<file path="config.mk">
export PLATFORM = sky130hd
export DESIGN_NAME = twowire_cmd_slave
export DESIGN_NICKNAME = d
export VERILOG_FILES = /design/src/rtl/twowire_cmd_slave.sv
export SDC_FILE = /design/constraint.sdc
export NUM_CORES = 1
export LEC_CHECK = 0
export BUFFER_PORTS_ARGS = -buffer_cell sky130_fd_sc_hd__buf_2
export CORE_MARGIN = 3
export CORE_UTILIZATION = 38
export DETAILED_ROUTE_END_ITERATION = 10
export PLACE_DENSITY = 0.59
export SETUP_SLACK_MARGIN = 0.15
export SLEW_MARGIN = 30
export SYNTH_ARGS = -nofsm -noshare
export SYNTH_HDL_FRONTEND = slang
export SYNTH_SLANG_ARGS = --single-unit
</file>
<file path="constraint.sdc">
create_clock -name clk -period 1.9 [get_ports clk]
set_input_delay 0.19 -clock clk [delete_from_list [all_inputs] [get_ports clk]]
set_output_delay 0.19 -clock clk [all_outputs]
set_load 0.005 [all_outputs]
</file>
<file path="src/rtl/twowire_cmd_slave.sv">
module twowire_cmd_slave #(
  parameter logic [4:0] ADDR_HI = 5'b01011
) (
  input  logic       clk,
  input  logic       rst_n,
  input  logic       scl_i,
  input  logic       sda_i,
  output logic       sda_oe,
  input  logic [1:0] addr_pins,
  input  logic       busy_i,
  output logic       wr_en,
  output logic       wr_nv,
  output logic [4:0] wr_addr,
  output logic [7:0] wr_data,
  output logic       rd_nv,
  output logic [4:0] rd_addr,
  input  logic [7:0] rd_data,
  output logic       cmd_valid,
  output logic [3:0] cmd_code,
  output logic [2:0] cmd_chan
);

  typedef enum logic [2:0] {S_IDLE, S_RX, S_RACK, S_TX, S_TACK} st_t;

  st_t        st;
  logic [2:0] scl_sr, sda_sr;
  logic [7:0] sh;
  logic [3:0] cnt;
  logic [1:0] phase;
  logic       rw, cmd_mode, ptr_nv;
  logic [4:0] ptr, ptr_nxt;

  wire scl_rise = scl_sr[1] & ~scl_sr[2];
  wire scl_fall = ~scl_sr[1] & scl_sr[2];
  wire scl_hi   = scl_sr[1] & scl_sr[2];
  wire start_c  = scl_hi & sda_sr[2] & ~sda_sr[1];
  wire stop_c   = scl_hi & ~sda_sr[2] & sda_sr[1];
  wire sda_b    = sda_sr[1];
  wire ro_hit   = ptr_nv & (ptr[4:3] == 2'b11);

  assign ptr_nxt = ptr_nv ? ptr + 5'd1 : {2'b00, ptr[2:0] + 3'd1};
  assign rd_nv   = ptr_nv;
  assign rd_addr = ptr;

  always_ff @(posedge clk or negedge rst_n) begin
    if (!rst_n) begin
      scl_sr <= 3'b111;
      sda_sr <= 3'b111;
    end else begin
      scl_sr <= {scl_sr[1:0], scl_i};
      sda_sr <= {sda_sr[1:0], sda_i};
    end
  end

  always_ff @(posedge clk or negedge rst_n) begin
    if (!rst_n) begin
      st        <= S_IDLE;
      sh        <= '0;
      cnt       <= '0;
      phase     <= '0;
      rw        <= 1'b0;
      cmd_mode  <= 1'b0;
      ptr_nv    <= 1'b0;
      ptr       <= '0;
      sda_oe    <= 1'b0;
      wr_en     <= 1'b0;
      wr_nv     <= 1'b0;
      wr_addr   <= '0;
      wr_data   <= '0;
      cmd_valid <= 1'b0;
      cmd_code  <= '0;
      cmd_chan  <= '0;
    end else begin
      wr_en     <= 1'b0;
      cmd_valid <= 1'b0;
      if (start_c) begin
        st       <= S_RX;
        cnt      <= '0;
        phase    <= 2'd0;
        sda_oe   <= 1'b0;
        cmd_mode <= 1'b0;
      end else if (stop_c) begin
        st     <= S_IDLE;
        sda_oe <= 1'b0;
      end else begin
        case (st)
          S_RX: begin
            if (scl_rise) begin
              sh  <= {sh[6:0], sda_b};
              cnt <= cnt + 4'd1;
            end else if (scl_fall && cnt == 4'd8) begin
              cnt <= '0;
              if (phase == 2'd0) begin
                if (sh[7:1] == {ADDR_HI, addr_pins} && !busy_i) begin
                  rw     <= sh[0];
                  sda_oe <= 1'b1;
                  st     <= S_RACK;
                  phase  <= 2'd1;
                end else begin
                  st <= S_IDLE;
                end
              end else if (phase == 2'd1) begin
                sda_oe <= 1'b1;
                st     <= S_RACK;
                phase  <= 2'd2;
                if (sh[7]) begin
                  cmd_mode  <= 1'b1;
                  cmd_valid <= 1'b1;
                  cmd_code  <= sh[6:3];
                  cmd_chan  <= sh[2:0];
                end else begin
                  ptr_nv <= sh[5];
                  ptr    <= sh[4:0];
                end
              end else begin
                sda_oe <= 1'b1;
                st     <= S_RACK;
                if (!cmd_mode) begin
                  wr_en   <= ~ro_hit;
                  wr_nv   <= ptr_nv;
                  wr_addr <= ptr;
                  wr_data <= sh;
                  ptr     <= ptr_nxt;
                end
              end
            end
          end
          S_RACK: begin
            if (scl_fall) begin
              cnt <= '0;
              if (rw) begin
                sh     <= rd_data;
                sda_oe <= ~rd_data[7];
                st     <= S_TX;
              end else begin
                sda_oe <= 1'b0;
                st     <= S_RX;
              end
            end
          end
          S_TX: begin
            if (scl_rise) begin
              cnt <= cnt + 4'd1;
            end else if (scl_fall) begin
              if (cnt == 4'd8) begin
                sda_oe <= 1'b0;
                st     <= S_TACK;
              end else begin
                sh     <= {sh[6:0], 1'b0};
                sda_oe <= ~sh[6];
              end
            end
          end
          S_TACK: begin
            if (scl_rise) begin
              if (!sda_b) begin
                ptr <= ptr_nxt;
                st  <= S_RACK;
              end else begin
                st <= S_IDLE;
              end
            end
          end
          default: st <= S_IDLE;
        endcase
      end
    end
  end

endmodule


</file>
==> flow_metrics.env, run 1 <==
export IMPL_hp_class="in -> reg"
export IMPL_grt_use_total_pct=17.35
export IMPL_antenna_found_initial=0
export IMPL_finalSetupViolCount=0
export IMPL_grt_pass1_vias=2266
export IMPL_status="finished clean"
export IMPL_io_buffers=44
export IMPL_r2r_end="rd_addr[4]$_DFFE_PN0P_"
export IMPL_ios=45
export IMPL_peakVddDrop_mv=0.5985
export IMPL_gp_congestion=0.8801
export IMPL_coreArea_um2=6907
export IMPL_grt_pass1_wl_um=11560
export IMPL_yosys_warnings=0
export IMPL_cts_sinks=55
export IMPL_ys_top_cells_by_area="dfrtp_1 (44%), mux2_2 (9.8%), dfstp_2 (5.7%)"
export IMPL_crit_family="simple AND/OR/NAND/NOR gates"
export IMPL_endpoint_kind="register"
export IMPL_grt_max_degree=25
export IMPL_seq_area_frac_synth_pct=50.11
export IMPL_ys_flop_type="dfrtp_1"
export IMPL_fin_nets=369
export IMPL_hold_depth=3
export IMPL_relSlewSlack_pct=66.36
export IMPL_period_share_pct=97.00
export IMPL_worstSkewPairLatency_ps=320
export IMPL_syn_nets=266
export IMPL_hold_end="sh[6]$_DFFE_PN0P_"
export IMPL_netSwitchingFraction_pct=31.15
export IMPL_area_growth_pct=46.85
export IMPL_syn_inst=248
export IMPL_vias_per_cell=5.158
export IMPL_period_needed_ps=1843
export IMPL_synth_top_area_share_pct=44.40
export IMPL_num_rows=30
export IMPL_overflow=0
export IMPL_postLayoutCellArea_um2=4055
export IMPL_cts_buffers=5
export IMPL_p_int_w=0.002252
export IMPL_hold_viol=0
export IMPL_cts_buffer_depth=2
export IMPL_ys_seq_elements=55
export IMPL_initialDrtViolationCount=165
export IMPL_dpl_instance_area_um2=3407
export IMPL_fp_dieH_um=91.25
export IMPL_r2r_start="phase[0]$_DFFE_PN0P_"
export IMPL_worst_slew_pin_slew_ps=504.6
export IMPL_synth_cell_area_um2=2761
export IMPL_criticalPathCategory="reg -> reg"
export IMPL_cp_arrival_ps=2100
export IMPL_p_clk_share_pct=24.1
export IMPL_crit_fanout=7
export IMPL_postRouteAntennaNets=0
export IMPL_critPathLaunchType="register"
export IMPL_synthTopCellsByCount="dfrtp_1 (49), mux2_2 (24), a21oi_1 (22)"
export IMPL_rsz0062_at_grt="yes"
export IMPL_p_seq_share_pct=45.8
export IMPL_start_util_pct=39.98
export IMPL_skew_ps=15.73
export IMPL_fmax_mhz=542.6
export IMPL_vias=2311
export IMPL_path_clk_slew_ps=110
export IMPL_async_flop_share_pct=100.0
export IMPL_htreeDepth=2
export IMPL_totalWireLength_um=7259
export IMPL_drive_gt1_share_pct=54.26
export IMPL_synth_edff_count=0
export IMPL_critical_path_slowest_cell="or4b_4"
export IMPL_root_buffer="clkbuf_8"
export IMPL_pwr_share_comb_pct=30.1
export IMPL_p_switching_w=0.001019
export IMPL_path_cells="buf_4 -> nor2b_1 -> nor2b_1 -> buf_4 -> or4b_4 -> a21oi_2 -> a211o_1"
export IMPL_p_leak_nw=1.892
export IMPL_fin_cells=448
export IMPL_min_from="rd_data[6]"
export IMPL_synth_area_per_cell_um2=11.13
export IMPL_drc_errors=0
export IMPL_finalMaxSlewViolations=0
export IMPL_critPathMaxStageDelay_ps=510
export IMPL_r2r_setup_slack_ps=60
export IMPL_powerDensity_nw_per_um2=806.6
export IMPL_dr_pass1_iters=4
export IMPL_maxCapViolCount=0
export IMPL_fp_dieW_um=91.25
export IMPL_tritoncts="yes"
export IMPL_critPathRequiredTime_ps=2150
export IMPL_die_area_um2=8326
export IMPL_worst_path_buf_inv=2
export IMPL_synth_most_common_cell="dfrtp_1"
export IMPL_n_antenna_cell=0
export IMPL_synth_cell_type_count=51
export IMPL_hpwl_um=4673
export IMPL_wl_per_cell_um=16.20
export IMPL_rr_worst_depth=7
export IMPL_placed_cells=414
export IMPL_fin_setup_tns_ps=0
export IMPL_yosys_area_top_type="dfrtp_1"
## worst max path at each step
stage	start	to	slack [ps]	cells past startpoint
6_report	phase[0]$_DFFE_PN0P_	rd_addr[4]$_DFFE_PN0P_	60	7
5_1_grt	cnt[0]$_DFFE_PN0P_	rd_addr[4]$_DFFE_PN0P_	-30	8
3_3_place_gp	cnt[0]$_DFFE_PN0P_	st[2]$_DFFE_PN0P_	-40	7
4_1_cts	sda_sr[1]$_DFF_PN1_	rd_addr[3]$_DFFE_PN0P_	70	5
3_5_place_dp	cnt[0]$_DFFE_PN0P_	st[2]$_DFFE_PN0P_	-120	7
2_1_floorplan	cnt[1]$_DFFE_PN0P_	cmd_chan[0]$_DFFE_PN0P_	110	7
## routing by layer
metal | vias to the layer above | track usage, % | share of wire, %
met5 | - | 0 | 0
met1 | 1149 | 23.75 | 46
met2 | 44 | 27.96 | 50
li1 | 1110 | - | -
met3 | 8 | 3.148 | 3.5
met4 | 0 | 5.276 | 0.94
## power by group through the flow
stage	Combinational, W	Clock [W]	Sequential (W)
finish	0.000984	0.000789	0.00150
CTS	0.000871	0.000814	0.00149
global placement	0.000752	0	0.00151
floorplan	0.000373	0	0.00152
detailed placement	0.000764	0	0.00152
global route	0.00108	0.000859	0.00153
## metrics by stage
stage	power (W)	util, %	hold WS, ps	setup WS [ps]
finish	0.003271	58.71	168.9	57.04
global route	0.003473	58.71	179.4	-27.48
detailed placement	0.002283	49.33	183.4	-122.6
floorplan	0.001894	-	-105.6	114.7
CTS	0.003180	54.98	171.0	74.57
global placement	0.002265	49.33	185.9	-43.49
## cells by family after synthesis
kind of cell    after synthesis  synth area share [%]
xor+xnor                      3                0.9517
compound gates               56                 13.78
mux                          33                 13.05
simple gates                 79                 16.95
fa+ha+maj                     3                 1.359
flops                        55                 50.11
buf+inv                      19                 3.806
## sequential cells by signal (all words and copies together) (netlist names)
register,count
phase,2
wr_data,8
wr_en,1
cnt,4
cmd_mode,1
wr_addr,5
sh,8
scl_sr,3
cmd_code,4
cmd_valid,1
sda_oe,1
rd_nv,1
rw,1
cmd_chan,3
wr_nv,1
sda_sr,3
st,3
rd_addr,5
## cell usage in the layout (no fill, tap or decap), types with 4 or more instances in the layout
cell	n
mux2i_1	9
inv_1	5
nand3_1	4
buf_6	11
buf_2	45
clkbuf_8	5
dfrtp_1	44
dfstp_2	6
o21ai_0	6
nand2b_4	4
dfrtp_2	5
nor2_1	16
buf_4	44
nor2b_4	4
a211o_1	4
nand2_1	10
a21oi_1	18
mux2_4	21
a21oi_2	4
## what timing repair did
action,4_1_cts,5_1_grt
hold endpoints to repair,22,0
pin swaps,8,8
hold buffers,3,0
setup buffers,10,12
gates resized for setup,38,42
cloned,1,0
endpoints found under the setup margin,36,40
## area by class of cell
| cell class | instances | area [um^2] |
|---|---|---|
| fill | 602 | 2851 |
| inverter | 7 | 26.28 |
| clock inverter | 2 | 38.79 |
| sequential | 55 | 1390 |
| clock buffer | 6 | 72.57 |
| tap | 96 | 120.1 |
| multi-input combinational | 175 | 1623 |
| timing repair buffer | 107 | 784.5 |
## worst min-delay path: cells and delay by family
| family | cells | cell delay [ps] |
|---|---|---|
| multiplexers | 1 | 60 |
| AO/OA/AOI/OAI | 1 | 130 |
| buffers and inverters | 1 | 70 |
No activity file was read; power rests on OpenSTA's default activity.
==> run 2: changes to the inputs <==
--- a/config.mk
+++ b/config.mk
@@ -5,10 +5,11 @@
 export SDC_FILE = /design/constraint.sdc
 export NUM_CORES = 1
 export LEC_CHECK = 0
-export BUFFER_PORTS_ARGS = -buffer_cell sky130_fd_sc_hd__buf_2
+export BUFFER_PORTS_ARGS = -buffer_cell sky130_fd_sc_hd__buf_4
 export CORE_MARGIN = 3
 export CORE_UTILIZATION = 38
 export DETAILED_ROUTE_END_ITERATION = 10
+export GPL_TIMING_DRIVEN = 0
 export PLACE_DENSITY = 0.59
 export SETUP_SLACK_MARGIN = 0.15
 export SLEW_MARGIN = 30
==> constraint.sdc (replaced) <==
create_clock -name clk -period 1.9 [get_ports clk]
set_input_delay 0.19 -clock clk [delete_from_list [all_inputs] [get_ports clk]]
set_output_delay 0.19 -clock clk [all_outputs]
set_load 0.02 [all_outputs]
==> run 2 against run 1 <==
Against the previous run:
- final area is 1.7% lower
- clock-buffer cell count stayed put
- power is 1.7% higher
- via count is 2.0% lower
- clock power is 4.4% higher
- the flow now finishes with violations (setup timing)
- highest routed layer unchanged
- fmax is 7.4% lower
- clock skew is 6.1 ps lower
- die area stayed put
- core utilization is 1.0 points lower
- global-route usage is 0.41 points lower
- sequential cell count stayed put
==> flow_metrics.env, run 2 (synthesis results as in run 1) <==
export IMPL_status="finished, violations left"
export IMPL_violations="setup timing"
export IMPL_fmax_mhz=502.7
export IMPL_crit_fanout=3
export IMPL_final_common_cell="buf_4"
export IMPL_reg_top3="sh (8), wr_data (8)"
export IMPL_cts_sinks=55
export IMPL_skew_ps=9.667
export IMPL_cts_buffer_depth=2
export IMPL_r2r_setup_slack_ps=-90
export IMPL_die_area_um2=8326
export IMPL_postLayoutCellArea_um2=3986
export IMPL_hold_depth=3
export IMPL_rr_worst_depth=9
export IMPL_drive_gt1_share_pct=53.61
export IMPL_maxCapViolCount=0
export IMPL_critPathMaxStageDelay_ps=410
export IMPL_drc_errors=0
export IMPL_period_needed_ps=1989
export IMPL_tritoncts="yes"
export IMPL_overflow=0
export IMPL_r2r_end="st[0]$_DFFE_PN0P_"
export IMPL_hpwl_um=4374
export IMPL_vias_per_cell=5.292
export IMPL_fin_setup_tns_ps=-908.3
export IMPL_fp_dieW_um=91.25
export IMPL_endpoint_kind="register"
export IMPL_initialDrtViolationCount=142
export IMPL_fp_dieH_um=91.25
export IMPL_hp_class="in -> reg"
export IMPL_p_leak_nw=1.776
export IMPL_rsz0062_at_grt="yes"
export IMPL_critPathRequiredTime_ps=2110
export IMPL_coreArea_um2=6907
export IMPL_postRouteAntennaNets=0
export IMPL_grt_use_total_pct=16.94
export IMPL_period_share_pct=104.7
export IMPL_grt_pass1_vias=2223
export IMPL_layout_common_cells="buf_4 (65), dfrtp_1 (46), buf_6 (16)"
export IMPL_setup_ws_ps=-89.35
export IMPL_vias=2265
export IMPL_worstSkewPairLatency_ps=310
export IMPL_htreeDepth=2
export IMPL_grt_pass1_wl_um=11410
export IMPL_worst_slew_pin_slew_ps=693.5
export IMPL_powerDensity_nw_per_um2=834.9
export IMPL_io_buffers=44
export IMPL_peakVddDrop_mv=0.4134
export IMPL_dpl_instance_area_um2=3286
export IMPL_cp_arrival_ps=2200
export IMPL_antenna_found_initial=0
export IMPL_num_rows=30
export IMPL_path_clk_slew_ps=110
export IMPL_grt_max_degree=56
export IMPL_criticalPathCategory="reg -> reg"
export IMPL_gp_congestion=0.8242
export IMPL_path_cells="inv_2 -> ha_4 -> nand3b_1 -> buf_4 -> buf_6 -> a32oi_2 -> nor2_1 -> nor2_2 -> mux2_4"
export IMPL_r2r_start="cnt[1]$_DFFE_PN0P_"
export IMPL_start_util_pct=39.98
export IMPL_min_from="rd_data[5]"
export IMPL_relSlewSlack_pct=53.76
export IMPL_finalSetupViolCount=26
export IMPL_critical_path_slowest_cell="dfrtp_1"
export IMPL_ios=45
export IMPL_root_buffer="clkbuf_8"
export IMPL_final_core_utilization_pct=57.72
export IMPL_critPathLaunchType="register"
export IMPL_area_growth_pct=44.36
export IMPL_hold_viol=0
export IMPL_totalWireLength_um=7244
export IMPL_dr_pass1_iters=4
export IMPL_cts_buffers=5
export IMPL_wl_per_cell_um=16.93
export IMPL_nFillCells=592
export IMPL_finalMaxSlewViolations=0
export IMPL_fin_nets=349
export IMPL_hold_end="sh[5]$_DFFE_PN0P_"
export IMPL_n_antenna_cell=0
run 2: cell count changes in the layout (fill, tap and decap cells not counted), moves of 4 or more:
cell	delta
nor2_4	+5
mux2_4	-10
mux2_2	+10
nor2_2	+4
buf_2	-45
buf_4	+21
buf_6	+5
nor2_1	-9
run 2: layer usage:
layer	vias to the layer above	GRT usage, %	wire length, um
met1	1140	24.06	3426
met3	8	3.397	248
met2	49	26.36	3481
met4	0	4.523	88
met5	-	0	0
li1	1068	-	-
run 2: worst max-delay path by stage:
stage                                         end  cells past startpoint               start  slack [ps]
after floorplan           cmd_chan[0]$_DFFE_PN0P_                      7  cnt[1]$_DFFE_PN0P_         110
after global placement     wr_data[7]$_DFFE_PN0P_                      7  cnt[1]$_DFFE_PN0P_        -180
after detailed placement   wr_data[6]$_DFFE_PN0P_                      7  cnt[0]$_DFFE_PN0P_        -180
after CTS                 cmd_code[1]$_DFFE_PN0P_                      7  cnt[1]$_DFFE_PN0P_         -20
after global routing      cmd_chan[0]$_DFFE_PN0P_                      7  cnt[1]$_DFFE_PN0P_        -180
final                           st[0]$_DFFE_PN0P_                      9  cnt[1]$_DFFE_PN0P_         -90
run 2: report_power, final:
| part | switching, W | leakage, nW | internal (W) | total [W] |
|---|---|---|---|---|
| logic | 0.000414 | 1.02 | 0.000458 | 0.000871 |
| registers | 0.000302 | 0.699 | 0.00133 | 0.00163 |
| clock network | 0.000424 | 0.0558 | 0.000400 | 0.000824 |
run 2: cell type report:
type	instances	area, um^2	share of cell area [%]
multi-input cells	174	1603	40.21
flip-flops and latches	55	1388	34.81
repair buffers	76	619.3	15.54
well taps	96	120.1	3.013
plain buffers	12	118.9	2.982
clock buffers	6	72.57	1.820
clock inverters	2	38.79	0.9730
inverters	7	26.28	0.6591
run 2: through the flow:
stage          hold WS (ps)  power, W  worst slack [ps]  cells
6_report              175.7  0.003328            -89.35    428
5_1_grt               168.6  0.003505            -175.6    428
4_1_cts               178.7  0.003149            -21.92    418
3_5_place_dp          290.6  0.002253            -180.8    388
3_3_place_gp          291.2  0.002232            -180.6    388
2_1_floorplan        -105.6  0.001954             114.7    248
run 2: worst max-delay path: cells and delay by family (launching register included):
| kind | cells | cell delay (ps) |
|---|---|---|
| compound gates | 1 | 190 |
| fa+ha+maj | 1 | 140 |
| buf+inv | 3 | 390 |
| flops | 1 | 410 |
| mux | 1 | 310 |
| simple gates | 3 | 450 |
run 2: timing repair:
action	4_1_cts	5_1_grt
resized for setup	35	57
endpoints found under the setup margin	45	47
hold endpoints to repair	51	0
hold buffers	3	0
cloned	2	1
buffers inserted	17	9
pin swaps	7	17
